$ cat src/rtl/regbus_pkg.sv
package regbus_pkg;
    typedef enum logic {
        BUS_MUX = 1'b0,
        BUS_DEC = 1'b1
    } bus_mode_e;

    localparam int DEF_DATA_W   = 8;
    localparam int DEF_NUM_REGS = 4;
    localparam int DEF_DEPTH    = 16;
endpackage

$ cat src/rtl/regbus_source.sv
module regbus_source
    import regbus_pkg::*;
#(
    parameter int        DATA_W   = DEF_DATA_W,
    parameter int        NUM_REGS = DEF_NUM_REGS,
    parameter bus_mode_e MODE     = BUS_DEC,
    localparam int       SEL_W    = $clog2(NUM_REGS)
) (
    input  logic                         clk,
    input  logic                         rst,
    input  logic [NUM_REGS*DATA_W-1:0]   regs_flat,
    input  logic [SEL_W-1:0]             sel,
    input  logic                         bus_en,
    output logic [DATA_W-1:0]            bus,
    output logic                         idle,
    output logic [NUM_REGS-1:0]          src_en
);

    generate
        if (MODE == BUS_MUX) begin : g_mux
            // one NUM_REGS-to-1 selector per bus bit
            for (genvar b = 0; b < DATA_W; b++) begin : g_bit
                logic [NUM_REGS-1:0] col;
                for (genvar r = 0; r < NUM_REGS; r++) begin : g_col
                    assign col[r] = regs_flat[r*DATA_W + b];
                end
                assign bus[b] = col[sel];
            end
            assign src_en = NUM_REGS'(1) << sel;
            assign idle   = 1'b0;


            mux_never_idle_chk: assert property (@(posedge clk) disable iff (rst)
                !bus_en |-> (!idle && $onehot(src_en)));
        end else begin : g_dec
            logic [NUM_REGS-1:0] dec_en;
            logic [DATA_W-1:0]   bus_v;

            always_comb begin
                dec_en = '0;
                if (bus_en) begin
                    dec_en[sel] = 1'b1;
                end
            end

            always_comb begin
                bus_v = '0;
                for (int r = 0; r < NUM_REGS; r++) begin
                    if (dec_en[r]) begin
                        bus_v |= regs_flat[r*DATA_W +: DATA_W];
                    end
                end
            end

            assign bus    = bus_v;
            assign src_en = dec_en;
            assign idle   = ~|dec_en;


            single_driver_chk: assert property (@(posedge clk) disable iff (rst)
                $onehot0(src_en));

            idle_reads_zero_chk: assert property (@(posedge clk) disable iff (rst)
                !bus_en |-> (idle && bus == '0));
        end
    endgenerate

endmodule

$ cat src/rtl/regbus_bank.sv
module regbus_bank
    import regbus_pkg::*;
#(
    parameter int  DATA_W   = DEF_DATA_W,
    parameter int  NUM_REGS = DEF_NUM_REGS,
    localparam int SEL_W    = $clog2(NUM_REGS)
) (
    input  logic                        clk,
    input  logic                        rst,
    input  logic [DATA_W-1:0]           bus,
    input  logic                        load_fire,
    input  logic [NUM_REGS-1:0]         load_en,
    input  logic                        swap_req,
    input  logic [SEL_W-1:0]            swap_a,
    input  logic [SEL_W-1:0]            swap_b,
    input  logic                        ext_we,
    input  logic [SEL_W-1:0]            ext_dst,
    input  logic [DATA_W-1:0]           ext_data,
    output logic [NUM_REGS*DATA_W-1:0]  regs_flat
);

    typedef struct packed {
        logic [NUM_REGS-1:0][DATA_W-1:0] r;
    } bank_t;

    bank_t bank_d, bank_q;
    logic  swap_ok;

    assign swap_ok = swap_req && (swap_a != swap_b);

    always_comb begin
        bank_d = bank_q;
        for (int i = 0; i < NUM_REGS; i++) begin
            // lowest priority: external write
            if (ext_we && ext_dst == SEL_W'(i)) begin
                bank_d.r[i] = ext_data;
            end
            // bus load overrides external write
            if (load_fire && load_en[i]) begin
                bank_d.r[i] = bus;
            end
            // swap overrides both
            if (swap_ok && swap_a == SEL_W'(i)) begin
                bank_d.r[i] = bank_q.r[swap_b];
            end
            if (swap_ok && swap_b == SEL_W'(i)) begin
                bank_d.r[i] = bank_q.r[swap_a];
            end
        end
        if (rst) begin
            bank_d = '0;
        end
    end

    always_ff @(posedge clk) begin
        bank_q <= bank_d;
    end

    assign regs_flat = bank_q;


    swap_wins_chk: assert property (@(posedge clk) disable iff (rst)
        swap_ok |=> (bank_q.r[$past(swap_a)] == $past(bank_q.r[swap_b]) &&
                     bank_q.r[$past(swap_b)] == $past(bank_q.r[swap_a])));


    self_swap_chk: assert property (@(posedge clk) disable iff (rst)
        (swap_req && swap_a == swap_b && !load_fire && !ext_we) |=> $stable(bank_q));

endmodule

$ cat src/rtl/regbus_mem.sv
module regbus_mem
    import regbus_pkg::*;
#(
    parameter int  DATA_W = DEF_DATA_W,
    parameter int  DEPTH  = DEF_DEPTH,
    localparam int AW     = $clog2(DEPTH)
) (
    input  logic              clk,
    input  logic              rst,
    input  logic [DATA_W-1:0] bus,
    input  logic              ar_fire,
    input  logic              wr_fire,
    input  logic              rd_req,
    output logic [AW-1:0]     ar,
    output logic [DATA_W-1:0] dr
);

    typedef struct packed {
        logic [DEPTH-1:0][DATA_W-1:0] m;
        logic [AW-1:0]                ar;
        logic [DATA_W-1:0]            dr;
    } mem_t;

    mem_t mem_d, mem_q;

    always_comb begin
        mem_d = mem_q;
        if (rd_req) begin
            mem_d.dr = mem_q.m[mem_q.ar];
        end
        if (wr_fire) begin
            mem_d.m[mem_q.ar] = bus;
        end
        if (ar_fire) begin
            mem_d.ar = bus[AW-1:0];
        end
        if (rst) begin
            mem_d = '0;
        end
    end

    always_ff @(posedge clk) begin
        mem_q <= mem_d;
    end

    assign ar = mem_q.ar;
    assign dr = mem_q.dr;


    write_lands_chk: assert property (@(posedge clk) disable iff (rst)
        wr_fire |=> mem_q.m[$past(mem_q.ar)] == $past(bus));


    ar_from_bus_chk: assert property (@(posedge clk) disable iff (rst)
        ar_fire |=> mem_q.ar == $past(bus[AW-1:0]));


    read_old_word_chk: assert property (@(posedge clk) disable iff (rst)
        rd_req |=> mem_q.dr == $past(mem_q.m[mem_q.ar]));

endmodule

$ cat src/rtl/regbus_xfer_unit.sv
module regbus_xfer_unit
    import regbus_pkg::*;
#(
    parameter int        DATA_W    = DEF_DATA_W,
    parameter int        NUM_REGS  = DEF_NUM_REGS,
    parameter int        MEM_DEPTH = DEF_DEPTH,
    parameter bus_mode_e BUS_MODE  = BUS_DEC,
    localparam int       SEL_W     = $clog2(NUM_REGS),
    localparam int       AW        = $clog2(MEM_DEPTH)
) (
    input  logic                        clk,
    input  logic                        rst,
    input  logic                        ctrl_p,
    input  logic [SEL_W-1:0]            src_sel,
    input  logic                        bus_en,
    input  logic [NUM_REGS-1:0]         load_en,
    input  logic                        swap_req,
    input  logic [SEL_W-1:0]            swap_a,
    input  logic [SEL_W-1:0]            swap_b,
    input  logic                        ext_we,
    input  logic [SEL_W-1:0]            ext_dst,
    input  logic [DATA_W-1:0]           ext_data,
    input  logic                        ar_load,
    input  logic                        mem_wr,
    input  logic                        mem_rd,
    output logic [NUM_REGS*DATA_W-1:0]  regs_out,
    output logic [AW-1:0]               ar_out,
    output logic [DATA_W-1:0]           dr_out,
    output logic [DATA_W-1:0]           bus_out,
    output logic                        bus_idle
);

    typedef struct packed {
        logic p;
    } ctl_t;

    ctl_t                ctl_d, ctl_q;
    logic [DATA_W-1:0]   bus_w;
    logic                idle_w;
    logic [NUM_REGS-1:0] src_en_w;
    logic                xfer_ok;

    always_comb begin
        ctl_d   = ctl_q;
        ctl_d.p = ctrl_p;
        if (rst) begin
            ctl_d = '0;
        end
    end

    always_ff @(posedge clk) begin
        ctl_q <= ctl_d;
    end

    assign xfer_ok = ctl_q.p && !idle_w;

    regbus_source #(
        .DATA_W   (DATA_W),
        .NUM_REGS (NUM_REGS),
        .MODE     (BUS_MODE)
    ) src_i (
        .clk       (clk),
        .rst       (rst),
        .regs_flat (regs_out),
        .sel       (src_sel),
        .bus_en    (bus_en),
        .bus       (bus_w),
        .idle      (idle_w),
        .src_en    (src_en_w)
    );

    regbus_bank #(
        .DATA_W   (DATA_W),
        .NUM_REGS (NUM_REGS)
    ) bank_i (
        .clk       (clk),
        .rst       (rst),
        .bus       (bus_w),
        .load_fire (xfer_ok),
        .load_en   (load_en),
        .swap_req  (swap_req),
        .swap_a    (swap_a),
        .swap_b    (swap_b),
        .ext_we    (ext_we),
        .ext_dst   (ext_dst),
        .ext_data  (ext_data),
        .regs_flat (regs_out)
    );

    regbus_mem #(
        .DATA_W (DATA_W),
        .DEPTH  (MEM_DEPTH)
    ) mem_i (
        .clk     (clk),
        .rst     (rst),
        .bus     (bus_w),
        .ar_fire (xfer_ok && ar_load),
        .wr_fire (xfer_ok && mem_wr),
        .rd_req  (mem_rd),
        .ar      (ar_out),
        .dr      (dr_out)
    );

    assign bus_out  = bus_w;
    assign bus_idle = idle_w;


    bus_follows_sel_chk: assert property (@(posedge clk) disable iff (rst)
        (!bus_idle && src_en_w[src_sel]) |-> bus_out == regs_out[src_sel*DATA_W +: DATA_W]);


    no_load_without_p_chk: assert property (@(posedge clk) disable iff (rst)
        (!ctl_q.p && !swap_req && !ext_we) |=> $stable(regs_out));


    reset_clears_chk: assert property (@(posedge clk)
        rst |=> (regs_out == '0 && ar_out == '0 && dr_out == '0));

endmodule

$ cat config.mk
export PLATFORM = sky130hd
export DESIGN_NAME = regbus_xfer_unit
export DESIGN_NICKNAME = d
export VERILOG_FILES = /design/src/rtl/regbus_pkg.sv /design/src/rtl/regbus_source.sv /design/src/rtl/regbus_bank.sv /design/src/rtl/regbus_mem.sv /design/src/rtl/regbus_xfer_unit.sv
export SDC_FILE = /design/constraint.sdc
export NUM_CORES = 1
export LEC_CHECK = 0
export BUFFER_PORTS_ARGS = -buffer_cell sky130_fd_sc_hd__clkbuf_2
export CAP_MARGIN = 0
export CORE_MARGIN = 3
export CORE_UTILIZATION = 45
export DETAILED_ROUTE_END_ITERATION = 12
export PLACE_DENSITY = 0.66
export SYNTH_ARGS = -nofsm -noshare
export SYNTH_HDL_FRONTEND = slang
export SYNTH_SLANG_ARGS = --single-unit
$ cat constraint.sdc
create_clock -name clk -period 2.3 [get_ports clk]
set_input_delay 0.46 -clock clk [delete_from_list [all_inputs] [get_ports clk]]
set_output_delay 0.46 -clock clk [all_outputs]
set_load 0.01 [all_outputs]
==> impl_metrics.tcl, run 1 <==
set metrics [dict create \
    outcome "completed" \
    layout_common_cells "180 x mux2i_1, 171 x dfxtp_1, 143 x nor2_1" \
    syn2layout_area_growth_pct 13.1 \
    drtAntennaViolNets 0 \
    max_stage_delay_ns 0.51 \
    vdd_ir_drop_max_uv 392 \
    initial_utilization_pct 46.0 \
    cts_setup_buffers 0 \
    p_switching_mw 1.89 \
    hold_buffers 0 \
    cts_root_buf "clkbuf_16" \
    io_pins 82 \
    wire_per_inst_um 22.0 \
    p_int_mw 4.98 \
    drt_iter0_drc 826 \
    rsz0062_at_grt "false" \
    nets 1103 \
    cts_made_buffers 17 \
    holdWs_ns 0.242 \
    cp_cell_sequence "mux4_2, and2_1, clkbuf_2" \
    ys_ff_latch 173 \
    design.die.area_um2 24200 \
    grt_max_degree 142 \
    setup_ws_ns 0.0646 \
    dp_hpwl_um 21800 \
    seq_power_share_pct 45.6 \
    antennaDiodeCount 0 \
    layout_commonest_cell "mux2i_1" \
    switching_share_pct 27.5 \
    antenna_found_initial 1 \
    tritoncts "built" \
    multiInputGateArea_um2 5970 \
    regArea_um2 3470 \
    cp.arrival_ns 1.78 \
    synth_warnings 0 \
    synth_top_area_share_pct 34.4 \
    power.density_nw_per_um2 604 \
    core_um2 21900 \
    rr_worst_depth 5 \
    combinationalPowerShare_pct 12.9 \
    syn-cell-area_um2 10100 \
    fmax_mhz 447 \
    crit_type "reg -> out" \
    maxCapViolations 0 \
    fillers 2011 \
    tns_ns 0 \
    drcViolationCount 0 \
    leakagePower_nw 4.00 \
    drt_wl_total_um 30000 \
    first_pass_iters 7 \
    startpoint_type "flop" \
    p_total_mw 6.87 \
    cts_buffer_depth 2 \
    grt_pass1_wl_um 46900 \
    crit_required_ns 1.84 \
    min_period_ns 2.24 \
    gp_congestion 1.03 \
    hold_path_depth 2 \
    dp_slack_ns 0.193 \
    die_w_um 156 \
    final_hold_viol_count 0 \
    synth_cell_types 43 \
    fin_crit_sh_pct 97.2 \
    htreeDepth 4 \
    cp_max_fo 6 \
    portBuffers 81 \
    synth_edf_count 0 \
    slew_viol_final 0 \
    fin_worst_skew_ns 0.0219 \
    vias 8508 \
    clkTransAtPathRegs_ns 0.08 \
    cts.sinks 173 \
    clock_latency_ns 0.45 \
    placed_area_um2 10800 \
    synth_area_leaders "dfxtp_1 34%, mux2i_1 18%, mux4_2 8.9%" \
    cts_resized 0 \
    ys_seq_area_share_pct 34.4 \
    grt_usage_pct 24.8 \
    grt_pass1_vias 8175 \
    synth_area_per_cell_um2 9.83 \
    end_kind "output pin" \
    synthArstFlopShare_pct 0 \
    drive_gt1_share_pct 23.1 \
    dieHeight_um 156 \
    syn_nets 1053 \
    via_per_inst 6.23 \
    p_clk_share_pct 41.4 \
    min_path_type "in -> reg" \
    worst_pin_slew_ns 0.759 \
    rows 54 \
    slew_headroom_pct 49.3 \
    setup_violations 0 \
    fin_area_um2 11400 \
    yosys_most_used_dff "dfxtp_1" \
    synth_cells 1024 \
    cpMaxStageDelayCell "mux4_2" \
    synth_top_area_cell "dfxtp_1" \
    globalRouteOverflowTotal 0 \
]
==> layer usage <==
layer  up-vias  part of all wire [%]  track usage (%)
met3        56                   7.5             4.55
met4         2                   2.4             8.38
met2       389                    47             40.1
li1       3979                     -                -
met1      4082                    43             33.8
met5         -                 0.077                0
==> worst max-delay path, delay by kind of cell, from the launching register on <==
family,cells,cell delay (ns)
buffers and inverters,1,0.15
flip-flops,1,0.44
AND/OR/NAND/NOR,1,0.23
multiplexers,1,0.51
==> worst paths after layout <==
| path | end | slack (ns) | startpoint |
|---|---|---|---|
| worst max-delay path | bus_out[6] | 0.06 | bank_i.regs_flat[22] |
| worst min-delay path | ctl_q | 0.24 | ctrl_p |
| worst max register to register | mem_i.mem_q[107] | 0.26 | mem_i.ar[3] |
| worst min register to register | mem_i.mem_q[32] | 0.49 | mem_i.mem_q[32] |
==> flip-flops by register name, indices dropped and copies added, names as in the netlist <==
| signal | cells |
|---|---|
| bank_i.regs_flat | 32 |
| ctl_q | 1 |
| mem_i.ar | 4 |
| mem_i.dr | 8 |
| mem_i.mem_q | 128 |
==> stage by stage <==
step | utilization (%) | instances
3_5_place_dp | 49.4 | 1335
2_1_floorplan | - | 1024
4_1_cts | 52.0 | 1366
5_1_grt | 52.0 | 1366
3_3_place_gp | 49.4 | 1335
6_report | 52.0 | 1366
==> power by group through the flow <==
stage / logic, mW / registers (mW) / clock network, mW
3_5_place_dp: 0.871 / 3.20 / 0
5_1_grt: 0.949 / 3.14 / 3.01
6_report: 0.890 / 3.14 / 2.85
3_3_place_gp: 0.862 / 3.20 / 0
4_1_cts: 0.875 / 3.13 / 2.87
2_1_floorplan: 0.559 / 3.18 / 0
==> Yosys cell counts, types with 29 or more instances <==
| cell | count |
|---|---|
| a211oi_1 | 40 |
| a22oi_1 | 72 |
| a31oi_1 | 33 |
| and3_1 | 29 |
| buf_2 | 31 |
| clkbuf_1 | 48 |
| dfxtp_1 | 173 |
| mux2i_1 | 180 |
| mux4_2 | 40 |
| nand3_1 | 33 |
| nor2_1 | 143 |
| o21ai_1 | 32 |
==> cell families (layout without fill, tap and decap cells) <==
kind of cell    after synthesis  after routing  share of synthesized area (%)
compound gates              230            230                           16.5
buf+inv                     123            185                           6.33
flops                       173            173                           34.4
mux                         220            220                           26.8
simple gates                278            278                           16.0
==> final cells by class <==
type | instances | area share, %
clock buffer | 22 | 4.17
clock inverter | 9 | 0.890
sequential | 173 | 30.5
timing repair buffer | 152 | 8.92
tap | 280 | 3.08
inverter | 2 | 0.0659
multi-input combinational | 728 | 52.4
(Power assumes the default switching activity.)
==> inputs of run 2 (changes only) <==
Settings changed: SYNTH_HIERARCHICAL set to 1.
==> run 2 against run 1 <==
Against the previous run:
- total power decreased by 0.13%
- non-clock buffer count is 30 higher
- critical endpoint unchanged
- synthesized area shrank 6.1%
- die area fell by 5.8%
- largest power group unchanged
- register-to-register slack worse by 0.02 ns
- routed wire length is 2.9% lower
- global-route usage up 0.82 points
- worst hold slack gained 0.013 ns
- count of clock-buffer cells in the layout is the same
- sequential share of layout area up 0.94 points
- via count grew 1.5%
==> impl_metrics.tcl, run 2 <==
set metrics [dict create \
    grt_usage_pct 25.6 \
    core_um2 20400 \
    dp_slack_ns 0.0973 \
    grt_pass1_vias 8211 \
    final_hold_viol_count 0 \
    cp_max_fo 20 \
    clock_latency_ns 0.43 \
    cp.arrival_ns 1.75 \
    io_pins 82 \
    cts_setup_buffers 0 \
    globalRouteOverflowTotal 0 \
    startpoint_type "flop" \
    synth_cells 1032 \
    antenna_found_initial 0 \
    hp-start "ctrl_p" \
    wire_per_inst_um 20.6 \
    nets 1157 \
    design.die.area_um2 22800 \
    fin_crit_sh_pct 96.2 \
    min_path_type "in -> reg" \
    hold_buffers 0 \
    drt_iter0_drc 716 \
    drive_gt1_share_pct 27.3 \
    syn_nets 1061 \
    stdcell_count 1412 \
    min_period_ns 2.21 \
    outcome "completed" \
    largest_register_ffs 128 \
    layout_commonest_cell "dfxtp_1" \
    holdWs_ns 0.254 \
    drt_wl_total_um 29200 \
    tns_ns 0 \
    grt_pass1_wl_um 45500 \
    drtAntennaViolNets 0 \
    cts_made_buffers 17 \
    die_w_um 151 \
    vias 8634 \
    via_per_inst 6.11 \
    grt_max_degree 46 \
    cts_resized 0 \
    portBuffers 81 \
    worst_pin_slew_ns 0.652 \
    first_pass_iters 6 \
    fin_worst_skew_ns 0.0112 \
    rsz0062_at_grt "false" \
    synth_area_per_cell_um2 9.16 \
    vdd_ir_drop_max_uv 381 \
    layout_common_cells "172 x dfxtp_1, 134 x nand2_1, 105 x a21oi_1" \
    slew_viol_final 0 \
    power.density_nw_per_um2 622 \
    cts_root_buf "clkbuf_16" \
    p_total_mw 6.86 \
    gp_congestion 0.999 \
    cts.sinks 173 \
    cts_buffer_depth 2 \
    setup_violations 0 \
    rows 52 \
    syn2layout_area_growth_pct 16.6 \
    drcViolationCount 0 \
    crit_required_ns 1.84 \
    end_kind "output pin" \
    slew_headroom_pct 56.4 \
    r2r_setup_slack_ns 0.24 \
    hold_end "ctl_q" \
    htreeDepth 4 \
    fmax_mhz 452 \
    maxCapViolations 0 \
    regToRegStartpoint "mem_i/ar[2]" \
    dp_hpwl_um 20000 \
    placed_cells 1379 \
    r2r-end "mem_i/dr[6]" \
    tritoncts "built" \
    regMostFlops "mem_i/mem_q" \
    syn-cell-area_um2 9460 \
    synth_warnings 6 \
    leakagePower_nw 3.91 \
    crit_type "reg -> out" \
    rr_worst_depth 5 \
    initial_utilization_pct 46.3 \
    setup_ws_ns 0.0877 \
    dieHeight_um 151 \
    clkTransAtPathRegs_ns 0.06 \
    hold_path_depth 2 \
]
[run 2: report_power, final]
part           switching, mW  internal, mW
Sequential             0.105          3.06
Combinational          0.554         0.412
Clock                   1.19          1.54
Total                   1.84          5.02
[run 2: layout make-up]
type,instances,area (um2)
well taps,270,338
clock buffers,22,464
fillers,1874,9400
diodes,1,2.50
repair buffers,182,1230
multi-input cells,744,5410
flip-flops and latches,173,3460
inverters,10,37.5
clock inverters,10,91.3
[run 2: routing by layer]
layer  GRT usage [%]  share of wire (%)
met1            34.5                 43
met2            41.1                 46
met3            4.79                7.8
met4            9.84                3.3
met5               0                  0
[run 2: worst max path at each step]
stage / from / end / slack (ns) / depth (start not counted)
2_1_floorplan: src_sel[1] / bank_i/regs_flat[29] / 0.09 / 8
3_3_place_gp: bus_en / bank_i/regs_flat[28] / 0.13 / 7
3_5_place_dp: bus_en / bank_i/regs_flat[27] / 0.1 / 7
4_1_cts: bank_i/regs_flat[22] / bus_out[6] / 0.11 / 4
5_1_grt: bank_i/regs_flat[22] / bus_out[6] / 0.04 / 4
6_report: bank_i/regs_flat[22] / bus_out[6] / 0.09 / 4
[run 2: worst max-delay path, stage by stage, from the launching register on]
cell and delay, ns:
dfxtp_1 0.46, mux2i_1 0.13, o22ai_2 0.18, buf_4 0.34
clkbuf_2 0.20
[run 2: stage by stage]
stage          area, um2  utilization [%]
2_1_floorplan       9460                -
3_3_place_gp       10500             51.3
3_5_place_dp       10500             51.3
4_1_cts            11000             54.0
5_1_grt            11000             54.0
6_report           11000             54.0
